## config.mk

```make
export PLATFORM = sky130hd
export DESIGN_NAME = pfc_guard
export DESIGN_NICKNAME = d
export VERILOG_FILES = /design/src/rtl/pfc_guard_pkg.sv /design/src/rtl/pfc_guard_debounce.sv /design/src/rtl/pfc_guard_hyst.sv /design/src/rtl/pfc_guard_status.sv /design/src/rtl/pfc_guard.sv
export SDC_FILE = /design/constraint.sdc
export NUM_CORES = 1
export LEC_CHECK = 0
export ABC_AREA = 1
export BUFFER_PORTS_ARGS = -buffer_cell sky130_fd_sc_hd__buf_2
export CAP_MARGIN = 10
export CORE_AREA = 2 2 96 98
export DETAILED_ROUTE_END_ITERATION = 10
export DIE_AREA = 0 0 98 100
export PLACE_DENSITY = 0.82
export SETUP_SLACK_MARGIN = 0.05
export SLEW_MARGIN = 25
export SYNTH_ARGS = -nofsm -noshare
export SYNTH_HDL_FRONTEND = slang
export SYNTH_HIERARCHICAL = 1
export SYNTH_SLANG_ARGS = --single-unit
```

## constraint.sdc

```tcl
create_clock -name clk -period 1.6 [get_ports clk]
set_input_delay 0.08 -clock clk [delete_from_list [all_inputs] [get_ports clk]]
set_output_delay 0.08 -clock clk [all_outputs]
set_load 0.05 [all_outputs]
```

## src/rtl/pfc_guard_pkg.sv

```systemverilog
// Shared types for the PFC supervisor: stop-cause encoding and its
// priority selection. Assumes at most one cause is reported per stop.
package pfc_guard_pkg;

    typedef enum logic [2:0] {
        CAUSE_NONE        = 3'd0,
        CAUSE_SUPPLY_LOW  = 3'd1,
        CAUSE_SUPPLY_HIGH = 3'd2,
        CAUSE_FB_HIGH     = 3'd3,
        CAUSE_FB_LOW      = 3'd4,
        CAUSE_LINE_LOW    = 3'd5,
        CAUSE_STANDBY     = 3'd6
    } stop_cause_e;

    // Highest-priority failing condition, supply lockout first.
    function automatic stop_cause_e pick_cause(
        input logic supply_low,
        input logic supply_high,
        input logic fb_high,
        input logic fb_low,
        input logic line_low,
        input logic standby
    );
        if (supply_low)       return CAUSE_SUPPLY_LOW;
        else if (supply_high) return CAUSE_SUPPLY_HIGH;
        else if (fb_high)     return CAUSE_FB_HIGH;
        else if (fb_low)      return CAUSE_FB_LOW;
        else if (line_low)    return CAUSE_LINE_LOW;
        else if (standby)     return CAUSE_STANDBY;
        else                  return CAUSE_NONE;
    endfunction

endpackage

```

## src/rtl/pfc_guard_debounce.sv

```systemverilog
// Persistence filter: held goes high after in_flag has been sampled high
// on LEN consecutive edges, and drops on the edge after in_flag is low.
// Any low sample clears the count. Assumes LEN >= 1.
module pfc_guard_debounce #(
    parameter int unsigned LEN = 4
) (
    input  logic clk,
    input  logic rst_n,
    input  logic in_flag,
    output logic held
);
    localparam int unsigned CW = (LEN > 1) ? $clog2(LEN) : 1;
    localparam logic [CW-1:0] LAST = CW'(LEN - 1);

    logic [CW-1:0] cnt;

    // Count consecutive high samples; saturate once the window is met.
    always_ff @(posedge clk) begin
        if (!rst_n) begin
            cnt  <= '0;
            held <= 1'b0;
        end else if (!in_flag) begin
            cnt  <= '0;
            held <= 1'b0;
        end else if (cnt == LAST) begin
            held <= 1'b1;
        end else begin
            cnt <= cnt + 1'b1;
        end
    end
endmodule

```

## src/rtl/pfc_guard_hyst.sv

```systemverilog
// Two-threshold state holder. The state sets on a debounced rise flag and
// clears on a debounced fall flag. The fall flag wins a tie. force_off
// clears the state and holds both filters idle. Assumes the rise and fall
// flags are normally exclusive.
module pfc_guard_hyst #(
    parameter int unsigned RISE_LEN = 4,
    parameter int unsigned FALL_LEN = 4
) (
    input  logic clk,
    input  logic rst_n,
    input  logic force_off,
    input  logic rise_flag,
    input  logic fall_flag,
    output logic state
);
    logic rise_held;
    logic fall_held;

    pfc_guard_debounce #(.LEN(RISE_LEN)) u_rise (
        .clk     (clk),
        .rst_n   (rst_n),
        .in_flag (rise_flag & ~force_off),
        .held    (rise_held)
    );

    pfc_guard_debounce #(.LEN(FALL_LEN)) u_fall (
        .clk     (clk),
        .rst_n   (rst_n),
        .in_flag (fall_flag & ~force_off),
        .held    (fall_held)
    );

    // Move the state only on a completed window; otherwise hold it.
    always_ff @(posedge clk) begin
        if (!rst_n)                     state <= 1'b0;
        else if (force_off | fall_held) state <= 1'b0;
        else if (rise_held)             state <= 1'b1;
    end
endmodule

```

## src/rtl/pfc_guard_status.sv

```systemverilog
// Output register for the run decision and the stop-cause record. The
// cause is captured on a run->stop transition and cleared on stop->run.
module pfc_guard_status
    import pfc_guard_pkg::*;
(
    input  logic        clk,
    input  logic        rst_n,
    input  logic        run_req,
    input  stop_cause_e reason,
    output logic        run_q,
    output stop_cause_e cause_q
);
    // Register run_req and keep the cause of the latest stop.
    always_ff @(posedge clk) begin
        if (!rst_n) begin
            run_q   <= 1'b0;
            cause_q <= CAUSE_NONE;
        end else begin
            run_q <= run_req;
            if (!run_q && run_req)      cause_q <= CAUSE_NONE;
            else if (run_q && !run_req) cause_q <= reason;
        end
    end
endmodule

```

## src/rtl/pfc_guard.sv

```systemverilog
// PFC protection and enable supervisor. It combines digitised threshold
// flags into a run enable, a light-load pause request and a stop-cause
// record. Assumes all flags are synchronous to clk. Windows are in cycles.
module pfc_guard
    import pfc_guard_pkg::*;
#(
    parameter int unsigned VDD_OV_CYC = 500,
    parameter int unsigned FB_CYC     = 1000,
    parameter int unsigned BROWN_CYC  = 4000,
    parameter int unsigned BURST_CYC  = 100,
    parameter int unsigned ZC_CYC     = 5
) (
    input  logic       clk,
    input  logic       rst_n,
    input  logic       vdd_above_on,
    input  logic       vdd_below_off,
    input  logic       vdd_over,
    input  logic       fb_over,
    input  logic       fb_under,
    input  logic       line_above_in,
    input  logic       line_below_out,
    input  logic       zc_below_dis,
    input  logic       zc_above_en,
    input  logic       comp_below_lo,
    input  logic       comp_above_hi,
    output logic       run_enable,
    output logic       burst_pause,
    output logic [2:0] stop_cause
);
    localparam int unsigned SUPPLY_CYC = 1;
    localparam int unsigned N_FAULT    = 3;
    localparam int unsigned FAULT_LEN [N_FAULT] = '{VDD_OV_CYC, FB_CYC, FB_CYC};

    logic               supply_ok;
    logic               line_ok;
    logic               zc_ok;
    logic [N_FAULT-1:0] fault_raw;
    logic [N_FAULT-1:0] fault_held;
    logic               run_req;
    stop_cause_e        reason;
    stop_cause_e        cause_q;

    // Supply lockout: set on the turn-on flag, cleared on the turn-off flag.
    pfc_guard_hyst #(.RISE_LEN(SUPPLY_CYC), .FALL_LEN(SUPPLY_CYC)) u_supply (
        .clk       (clk),
        .rst_n     (rst_n),
        .force_off (1'b0),
        .rise_flag (vdd_above_on),
        .fall_flag (vdd_below_off),
        .state     (supply_ok)
    );

    // Line qualification, only evaluated while the supply is released.
    pfc_guard_hyst #(.RISE_LEN(BROWN_CYC), .FALL_LEN(BROWN_CYC)) u_line (
        .clk       (clk),
        .rst_n     (rst_n),
        .force_off (~supply_ok),
        .rise_flag (line_above_in),
        .fall_flag (line_below_out),
        .state     (line_ok)
    );

    // External standby through the zero-current pin.
    pfc_guard_hyst #(.RISE_LEN(ZC_CYC), .FALL_LEN(ZC_CYC)) u_zc (
        .clk       (clk),
        .rst_n     (rst_n),
        .force_off (1'b0),
        .rise_flag (zc_above_en),
        .fall_flag (zc_below_dis),
        .state     (zc_ok)
    );

    // Light-load pause: entered on a low error-amp, left on a high one.
    pfc_guard_hyst #(.RISE_LEN(BURST_CYC), .FALL_LEN(BURST_CYC)) u_burst (
        .clk       (clk),
        .rst_n     (rst_n),
        .force_off (1'b0),
        .rise_flag (comp_below_lo),
        .fall_flag (comp_above_hi),
        .state     (burst_pause)
    );

    assign fault_raw = {fb_under, fb_over, vdd_over};

    // One persistence filter per non-latching fault source.
    for (genvar gi = 0; gi < N_FAULT; gi++) begin : g_fault
        pfc_guard_debounce #(.LEN(FAULT_LEN[gi])) u_db (
            .clk     (clk),
            .rst_n   (rst_n),
            .in_flag (fault_raw[gi]),
            .held    (fault_held[gi])
        );
    end

    // Combine all permissive conditions and rank the failing ones.
    always_comb begin
        run_req = supply_ok & line_ok & zc_ok & ~(|fault_held);
        reason  = pick_cause(~supply_ok, fault_held[0], fault_held[1],
                             fault_held[2], ~line_ok, ~zc_ok);
    end

    pfc_guard_status u_status (
        .clk     (clk),
        .rst_n   (rst_n),
        .run_req (run_req),
        .reason  (reason),
        .run_q   (run_enable),
        .cause_q (cause_q)
    );

    assign stop_cause = cause_q;
endmodule

```

## Word level (Yosys, flattened, before mapping)

Cells that the tools add are included.

| word-level totals | value |
|---|---|
| flip-flop bits (word level) | 94 |
| output and inout bits | 5 |

| operators by class | value |
|---|---|
| eq/ne operators | 9 |
| reduce and logical (&&, ||, !) cells | 23 |
| $add $sub $neg | 11 |
| bitwise operators | 9 |
| mux-type cells | 6 |

Operator list:

| kind | count |
|---|---|
| 12-bit by 1-bit adder with 12-bit output, second input constant | 2 |
| 12-bit equality test, second input constant | 2 |
| 2-bit AND reduction | 11 |
| 10-bit by 1-bit adder with 10-bit output, second input constant | 2 |
| 10-bit equality test, second input constant | 2 |
| 3-bit two-way mux | 6 |
| 7-bit by 1-bit adder with 7-bit output, second input constant | 2 |
| 7-bit equality test, second input constant | 2 |
| 2-bit OR reduction | 5 |
| 9-bit by 1-bit adder with 9-bit output, second input constant | 1 |
| 9-bit equality test, second input constant | 1 |
| 3-bit by 1-bit adder with 3-bit output, second input constant | 2 |
| 3-bit equality test, second input constant | 2 |
| 3-bit AND reduction | 2 |
| 1-bit bitwise AND | 5 |
| 1-bit NOT | 3 |
| 3-bit OR reduction | 1 |
| 1-bit adder, second input constant | 2 |
| 1-bit logical AND | 2 |
| 1-bit logical NOT | 2 |
| 1-bit bitwise OR | 1 |

## Longest topological paths before layout

Gate-level depths: netlist of run 1.

| depth | value |
|---|---|
| depth in word-level cells | 6 |
| mapped depth | 7 |
| depth with buffers taken out | 7 |

## By module

The synthesis of run 1 kept the hierarchy.

Modules (own cells, without submodules):

| module | cells an instance | instances | area an instance (um^2) | seq. area each (um^2) |
|---|---|---|---|---|
| pfc_guard_debounce (u_line.u_fall ...) | 103 | 2 | 711.9 | 260.2 |
| pfc_guard_debounce (g_fault[1].u_db ...) | 76 | 2 | 554.3 | 220.2 |
| pfc_guard_debounce (u_burst.u_fall ...) | 58 | 2 | 387.9 | 160.2 |
| pfc_guard_debounce (g_fault[0].u_db) | 71 | 1 | 516.7 | 200.2 |
| pfc_guard_debounce (u_zc.u_fall ...) | 29 | 2 | 198.9 | 80.1 |
| pfc_guard_hyst | 9 | 4 | 52.6 | 20.0 |
| pfc_guard_status | 20 | 1 | 161.4 | 80.1 |
| pfc_guard_debounce (u_supply.u_fall ...) | 6 | 2 | 60.1 | 40.0 |
| pfc_guard | 15 | 1 | 71.3 | 0.0 |

## Worst setup path after synthesis of run 1

No wires, ideal clock.

| timing | value |
|---|---|
| path type | reg2reg |
| from | register u_line.u_fall.cnt[0] |
| to | register u_line.u_fall.cnt[5] |
| path slack | 0.483 ns |
| setup time | 0.124 ns |
| arrival time | 0.993 ns |
| cell stages (with the launch flop) | 7 |
| data required time | 1.476 ns |
| path through | dfxtp_1 > ha_1 > nand2_2 > nor2_4 > nand3_1 > nand2_1 > nor2_1 |

| between the ends | value |
|---|---|
| word-level cells in the longest chain between the ends | 1 |

RTL lines:

| element | line | source |
|---|---|---|
| start: declaration | pfc_guard_debounce.sv:15 | `logic [CW-1:0] cnt;` |
| start signal: assignment | pfc_guard_debounce.sv:28 | `cnt <= cnt + 1'b1;` |
| 12-bit by 1-bit adder with 12-bit output or 12-bit equality test (tied branches) | pfc_guard_debounce.sv:28, pfc_guard_debounce.sv:25 |  |

Several ways; a longest one is shown, not always the timed one.
A chain may end at the register's enable or synchronous reset.

## Final worst setup path of run 1

| timing | value |
|---|---|
| from | register u_supply.state |
| to | register u_line.u_rise.cnt[2] |

| between the ends | value |
|---|---|
| word-level cells in the longest chain between the ends | 2 |

RTL lines:

| element | line | source |
|---|---|---|
| start: declaration | pfc_guard_hyst.sv:14 | `output logic state` |
| start signal: assignment | pfc_guard_hyst.sv:35 | `if (!rst_n) state <= 1'b0;` |
| start signal: assignment | pfc_guard_hyst.sv:36 | `else if (force_off \| fall_held) state <= 1'b0;` |
| start signal: assignment | pfc_guard_hyst.sv:37 | `else if (rise_held) state <= 1'b1;` |
| 1-bit bitwise AND | pfc_guard_hyst.sv:22 | `.in_flag (rise_flag & ~force_off),` |
| 2-bit AND reduction (no source line) | - |  |
| end signal: assignment | pfc_guard_debounce.sv:28 |  |
| end: declaration | pfc_guard_debounce.sv:15 |  |

No other way between the ends.

==> results of run 1 <==
==> path summary, 6_finish.rpt <==
check	startpoint	to	slack [ns]	depth (start not counted)
min	vdd_below_off	u_supply/u_fall/held	0.02	5
max reg2reg	u_supply/state	u_line/u_rise/cnt[2]	0.31	6
max	u_supply/state	u_line/u_rise/cnt[2]	0.31	6
min reg2reg	u_supply/u_fall/cnt	u_supply/u_fall/held	0.42	1
==> cell type report <==
| class | count | area share |
|---|---|---|
| clock buffer | 13 | 0.03019 |
| clock inverter | 3 | 0.008082 |
| inverter | 119 | 0.08486 |
| multi-input combinational | 481 | 0.4725 |
| sequential | 94 | 0.3575 |
| tap | 111 | 0.02638 |
| timing repair buffer | 20 | 0.02044 |
==> sequential cells by signal (all words and copies together) (netlist names), 7 cells and up <==
signal and cells:
g_fault.u_db/cnt 29, u_burst/u_fall/cnt 7, u_burst/u_rise/cnt 7, u_line/u_fall/cnt 12, u_line/u_rise/cnt 12
==> cells in the final DEF (no fill, tap or decap), drive strengths merged, types with 2 or more instances in the layout <==
master	n
nor2	124
nor3	7
a21oi	55
buf	20
dfxtp	94
ha	12
o21ai	20
xor2	7
nand4	10
nand3b	2
nand2	175
inv	119
clkbuf	13
xnor2	4
conb	11
nand3	53
==> cell usage after synthesis (3+ instances only) <==
library cell / count / share of area
a21oi_1: 46 / 0.048
a21oi_2: 9 / 0.016
conb_1: 3 / 0.0024
dfxtp_1: 94 / 0.39
ha_1: 12 / 0.031
inv_1: 109 / 0.085
inv_2: 10 / 0.0078
nand2_1: 161 / 0.13
nand2_2: 14 / 0.018
nand3_1: 46 / 0.048
nand3_2: 3 / 0.0063
nand3_4: 4 / 0.015
nand4_1: 10 / 0.013
nor2_1: 88 / 0.069
nor2_2: 21 / 0.027
nor2_4: 14 / 0.033
nor3_1: 6 / 0.0063
o21ai_0: 18 / 0.019
xnor2_1: 4 / 0.0073
xor2_1: 7 / 0.013
==> logic make-up (layout without fill, tap and decap cells) <==
| family | count (synthesis) | in the layout |
|---|---|---|
| other cells | 3 | 11 |
| fa+ha+maj | 12 | 12 |
| buf+inv | 119 | 155 |
| compound gates | 76 | 76 |
| simple gates | 371 | 371 |
| flops | 94 | 94 |
| xor+xnor | 11 | 11 |
==> tightest hold or removal path, delay by kind of cell <==
kind / cells / cell delay [ns]
AO/OA/AOI/OAI: 1 / 0.03
buffers and inverters: 2 / 0.13
AND/OR/NAND/NOR: 2 / 0.09
==> through the flow <==
step | power (mW) | instances | util | setup slack, ns
6_report | 4.098 | 841 | 0.5921 | 0.3078
5_1_grt | 4.251 | 841 | 0.5921 | 0.1111
4_1_cts | 4.142 | 841 | 0.5921 | 0.3268
3_5_place_dp | 2.552 | 825 | 0.5695 | 0.3545
3_3_place_gp | 2.544 | 825 | 0.5695 | 0.4224
2_1_floorplan | 2.504 | 694 | - | 0.4829
==> routing by layer <==
layer	vias up	part of all wire
li1	2204	-
met2	60	0.50
met4	0	0.012
met3	9	0.034
met5	-	0
met1	1850	0.46
==> power by group <==
part	total [mW]	switching, mW	internal (mW)
Combinational	0.128	0.0814	0.0470
Sequential	2.37	0.0145	2.35
Clock	1.60	0.793	0.807
Total	4.10	0.889	3.21
==> flow_metrics.env, run 1 <==
export IMPL_status="finished, final reports clean"
export IMPL_period_needed_ns=1.292
export IMPL_max_stage_delay_ns=0.38
export IMPL_coreArea_um2=8890
export IMPL_setup_viol=0
export IMPL_rsz0062_at_grt="no"
export IMPL_grt_busiest_layer="met2"
export IMPL_fin_skew_ns=0.007575
export IMPL_p_leak_nw=1.985
export IMPL_initial_utilization=0.5384
export IMPL_cts_buffers=9
export IMPL_synth_edf_count=0
export IMPL_crit_top_cell="inv_1"
export IMPL_grt_first_pass_wirelength_um=15790
export IMPL_postCtsSetupRepairBufs=0
export IMPL_avgSynthCellArea_um2=6.976
export IMPL_min_path_type="input pin to register"
export IMPL_synth_compound_area_frac=0.08784
export IMPL_synth_distinct_cells=26
export IMPL_fill_cells=792
export IMPL_via_per_inst=4.902
export IMPL_synth_area_mux_share=0
export IMPL_synthSimpleGateAreaFrac=0.3718
export IMPL_design_area_um2=5264
export IMPL_use_met1=0.2231
export IMPL_placed_area_um2=5062
export IMPL_ys_ff_latch=94
export IMPL_grt_met3_usage=0.04178
export IMPL_cts_root_buffer="clkbuf_8"
export IMPL_seqCellArea_um2=1882
export IMPL_place_hpwl_um=6694
export IMPL_grtUsageTotal=0.1929
export IMPL_path_class="register to register"
export IMPL_drive_above_1_share=0.1534
export IMPL_multiInputGateArea_um2=2487
export IMPL_crit_fanout=9
export IMPL_drv_slew=0
export IMPL_cp_num_buf_inv=2
export IMPL_syn_inst=686
export IMPL_setup_tns_ns=0
export IMPL_htree_levels=3
export IMPL_syn_to_final_growth_pct=9.987
export IMPL_irDropWorstVdd_mv=0.4357
export IMPL_ys_warnings_count=6
export IMPL_grt_max_degree=15
export IMPL_wl_per_cell_um=10.72
export IMPL_hold_buffers=0
export IMPL_first_iter_violations=137
export IMPL_nNetsFinal=750
export IMPL_globalplace_congestion=0.9294
export IMPL_routed_wl_um=9016
export IMPL_ys_flop_type="dfxtp_1"
export IMPL_ant_nets=0
export IMPL_worstSetupStartpointType="register"
export IMPL_fmax_mhz=773.9
export IMPL_grt_pass1_vias=3874
export IMPL_path_delay_family="flip-flops"
export IMPL_drc=0
export IMPL_ys_seq_area_frac=0.3932
export IMPL_cp_arrival_ns=1.58
export IMPL_cts_sinks=94
export IMPL_synth_top_family_by_area="simple AND/OR/NAND/NOR gates"
export IMPL_first_pass_iters=5
export IMPL_num_vias=4123
export IMPL_crit_chain="inv_1 -> nor2_1 -> nand2_1 -> inv_1 -> o21ai_0 -> a21oi_1"
export IMPL_grt_use_met2=0.3541
export IMPL_io_pins=18
export IMPL_whs_ns=0.01660
export IMPL_dieArea_um2=9800
export IMPL_io_buffers=17
export IMPL_rows=35
export IMPL_grt_antenna_before_repair=0
export IMPL_cp_slowest_cell="dfxtp_1"
export IMPL_endpoint_kind="register"
export IMPL_clkTransAtPathRegs_ns=0.09
export IMPL_diodes=0
export IMPL_postCtsResizedCells=0
export IMPL_cts_buffer_depth=2
export IMPL_syn_area_um2=4786
export IMPL_die_y_um=100
export IMPL_critPathRequiredTime_ns=1.89
export IMPL_gr_total_overflow=0
export IMPL_insertion_delay_ns=0.36
export IMPL_tritoncts="yes"
export IMPL_hold_viol=0
export IMPL_drv_cap=0
export IMPL_timing_final_crit_share=0.8076
export IMPL_ys_async_sr_fraction=0
export IMPL_synth_fa_ha_area_frac=0.03137
export IMPL_synth_xor_area_share=0.02013
export IMPL_power_density_nw_per_um2=778.4
export IMPL_dieWidth_um=98
(Power assumes the default switching activity.)
==> inputs of run 2 (changes only) <==
==> constraint.sdc (replaced) <==
create_clock -name clk -period 1.2 [get_ports clk]
set_input_delay 0.06 -clock clk [delete_from_list [all_inputs] [get_ports clk]]
set_output_delay 0.06 -clock clk [all_outputs]
set_load 0.05 [all_outputs]
==> flow_metrics.env, run 2 (synthesis results as in run 1) <==
export IMPL_cp_arrival_ns=1.47
export IMPL_initial_utilization=0.5384
export IMPL_insertion_delay_ns=0.37
export IMPL_fin_util=0.6510
export IMPL_routed_wl_um=10570
export IMPL_p_leak_nw=2.128
export IMPL_power_density_nw_per_um2=962.1
export IMPL_largest_register_ffs=29
export IMPL_fmax_mhz=851.7
export IMPL_drv_slew=0
export IMPL_num_vias=4296
export IMPL_place_hpwl_um=6797
export IMPL_nNetsFinal=767
export IMPL_final_common_cell="nand2_1"
export IMPL_rsz0062_at_grt="yes"
export IMPL_htree_levels=3
export IMPL_timing_final_crit_share=0.9784
export IMPL_worstSetupStartpointType="register"
export IMPL_globalplace_congestion=0.8781
export IMPL_grt_max_degree=18
export IMPL_rows=35
export IMPL_min_path_type="input pin to register"
export IMPL_cts_buffer_depth=2
export IMPL_clkTransAtPathRegs_ns=0.09
export IMPL_min_delay_start="vdd_above_on"
export IMPL_grt_first_pass_wirelength_um=17070
export IMPL_cts_root_buffer="clkbuf_8"
export IMPL_endpoint_kind="register"
export IMPL_hold_viol=0
export IMPL_drive_above_1_share=0.2932
export IMPL_drc=0
export IMPL_tritoncts="yes"
export IMPL_wl_per_cell_um=12.32
export IMPL_status="finished, final reports clean"
export IMPL_cts_buffers=9
export IMPL_grt_pass1_vias=4131
export IMPL_dieArea_um2=9800
export IMPL_path_class="register to register"
export IMPL_irDropWorstVdd_mv=0.5196
export IMPL_coreArea_um2=8890
export IMPL_critical_path_startpoint="u_line/u_rise/cnt[0]"
export IMPL_dieWidth_um=98
export IMPL_ant_nets=0
export IMPL_io_pins=18
export IMPL_grt_antenna_before_repair=0
export IMPL_top_register="g_fault.u_db/cnt"
export IMPL_power_total_mw=5.567
export IMPL_grtUsageTotal=0.2061
export IMPL_die_y_um=100
export IMPL_first_iter_violations=158
export IMPL_gr_total_overflow=0
export IMPL_via_per_inst=5.007
export IMPL_top_regs="g_fault.u_db/cnt x29, u_line/u_fall/cnt x12, u_line/u_rise/cnt x12"
export IMPL_cts_sinks=94
export IMPL_fill_cells=688
export IMPL_io_buffers=17
export IMPL_first_pass_iters=4
export IMPL_diodes=0
export IMPL_final_cell_mix="nand2_1 (142), inv_1 (99), nor2_1 (81), dfxtp_1 (65), a21oi_1 (40)"
export IMPL_fin_skew_ns=0.01136
export IMPL_critPathRequiredTime_ns=1.49
export IMPL_setup_viol=0
export IMPL_period_needed_ns=1.174
export IMPL_crit_fanout=5
export IMPL_reg2reg_from="u_line/u_rise/cnt[0]"
export IMPL_drv_cap=0
export IMPL_syn_to_final_growth_pct=20.92
## run 2: metrics by stage
step	setup TNS [ns]	cells	instance area (µm²)	setup slack [ns]	hold WS, ns
finish	0	858	5787	0.02589	0.03599
global route	-0.2573	858	5787	-0.04559	0.04744
CTS	0	853	5483	0.03939	0.03186
detailed placement	-0.3709	831	5107	-0.06833	0.3757
global placement	0	831	5107	0.02515	0.3811
floorplan	0	694	4816	0.08291	0.1576
## run 2: power by group
group          internal [mW]  leakage [nW]  switching, mW
clock network          0.989        0.0968           1.20
logic                 0.0883          1.26          0.131
registers               3.13         0.775         0.0261
## run 2: per-layer routing
layer	global-route usage	share of wire	routed length, µm
met1	0.2392	0.43	4584
met2	0.3799	0.53	5567
met3	0.04178	0.025	259
met4	0.06838	0.015	157
met5	0	0	0
## run 2: critical path, stage by stage, from the launching register on
cell and delay, ns:
dfxtp_2 0.36, ha_4 0.16, nand2_4 0.06, nor2_4 0.15, nand3_4 0.14, nand2_2 0.09
nand2_1 0.05, nor2_1 0.09
## run 2: cell type report
cell class                 count  area [µm²]  area share
tap                          111       138.9     0.02400
multi-input combinational    481        2809      0.4854
timing repair buffer          37       255.2     0.04411
sequential                    94        1933      0.3341
inverter                     119       446.7     0.07719
clock buffer                   9       123.9     0.02141
clock inverter                 7       80.08     0.01384
## run 2: final timing paths
| path | depth (start not counted) | end | slack [ns] |
|---|---|---|---|
| setup reg to reg | 7 | u_line/u_rise/cnt[1] | 0.03 |
| hold reg to reg | 1 | u_supply/u_rise/held | 0.42 |
| hold / removal | 5 | u_supply/u_rise/held | 0.04 |
| setup / recovery | 7 | u_line/u_rise/cnt[1] | 0.03 |
## run 2: timing repair
item	CTS	global route
pin swaps	12	45
setup endpoints to repair	45	61
hold endpoints to repair	1	0
gates resized for setup	36	93
buffers inserted	5	5
hold buffers	1	0
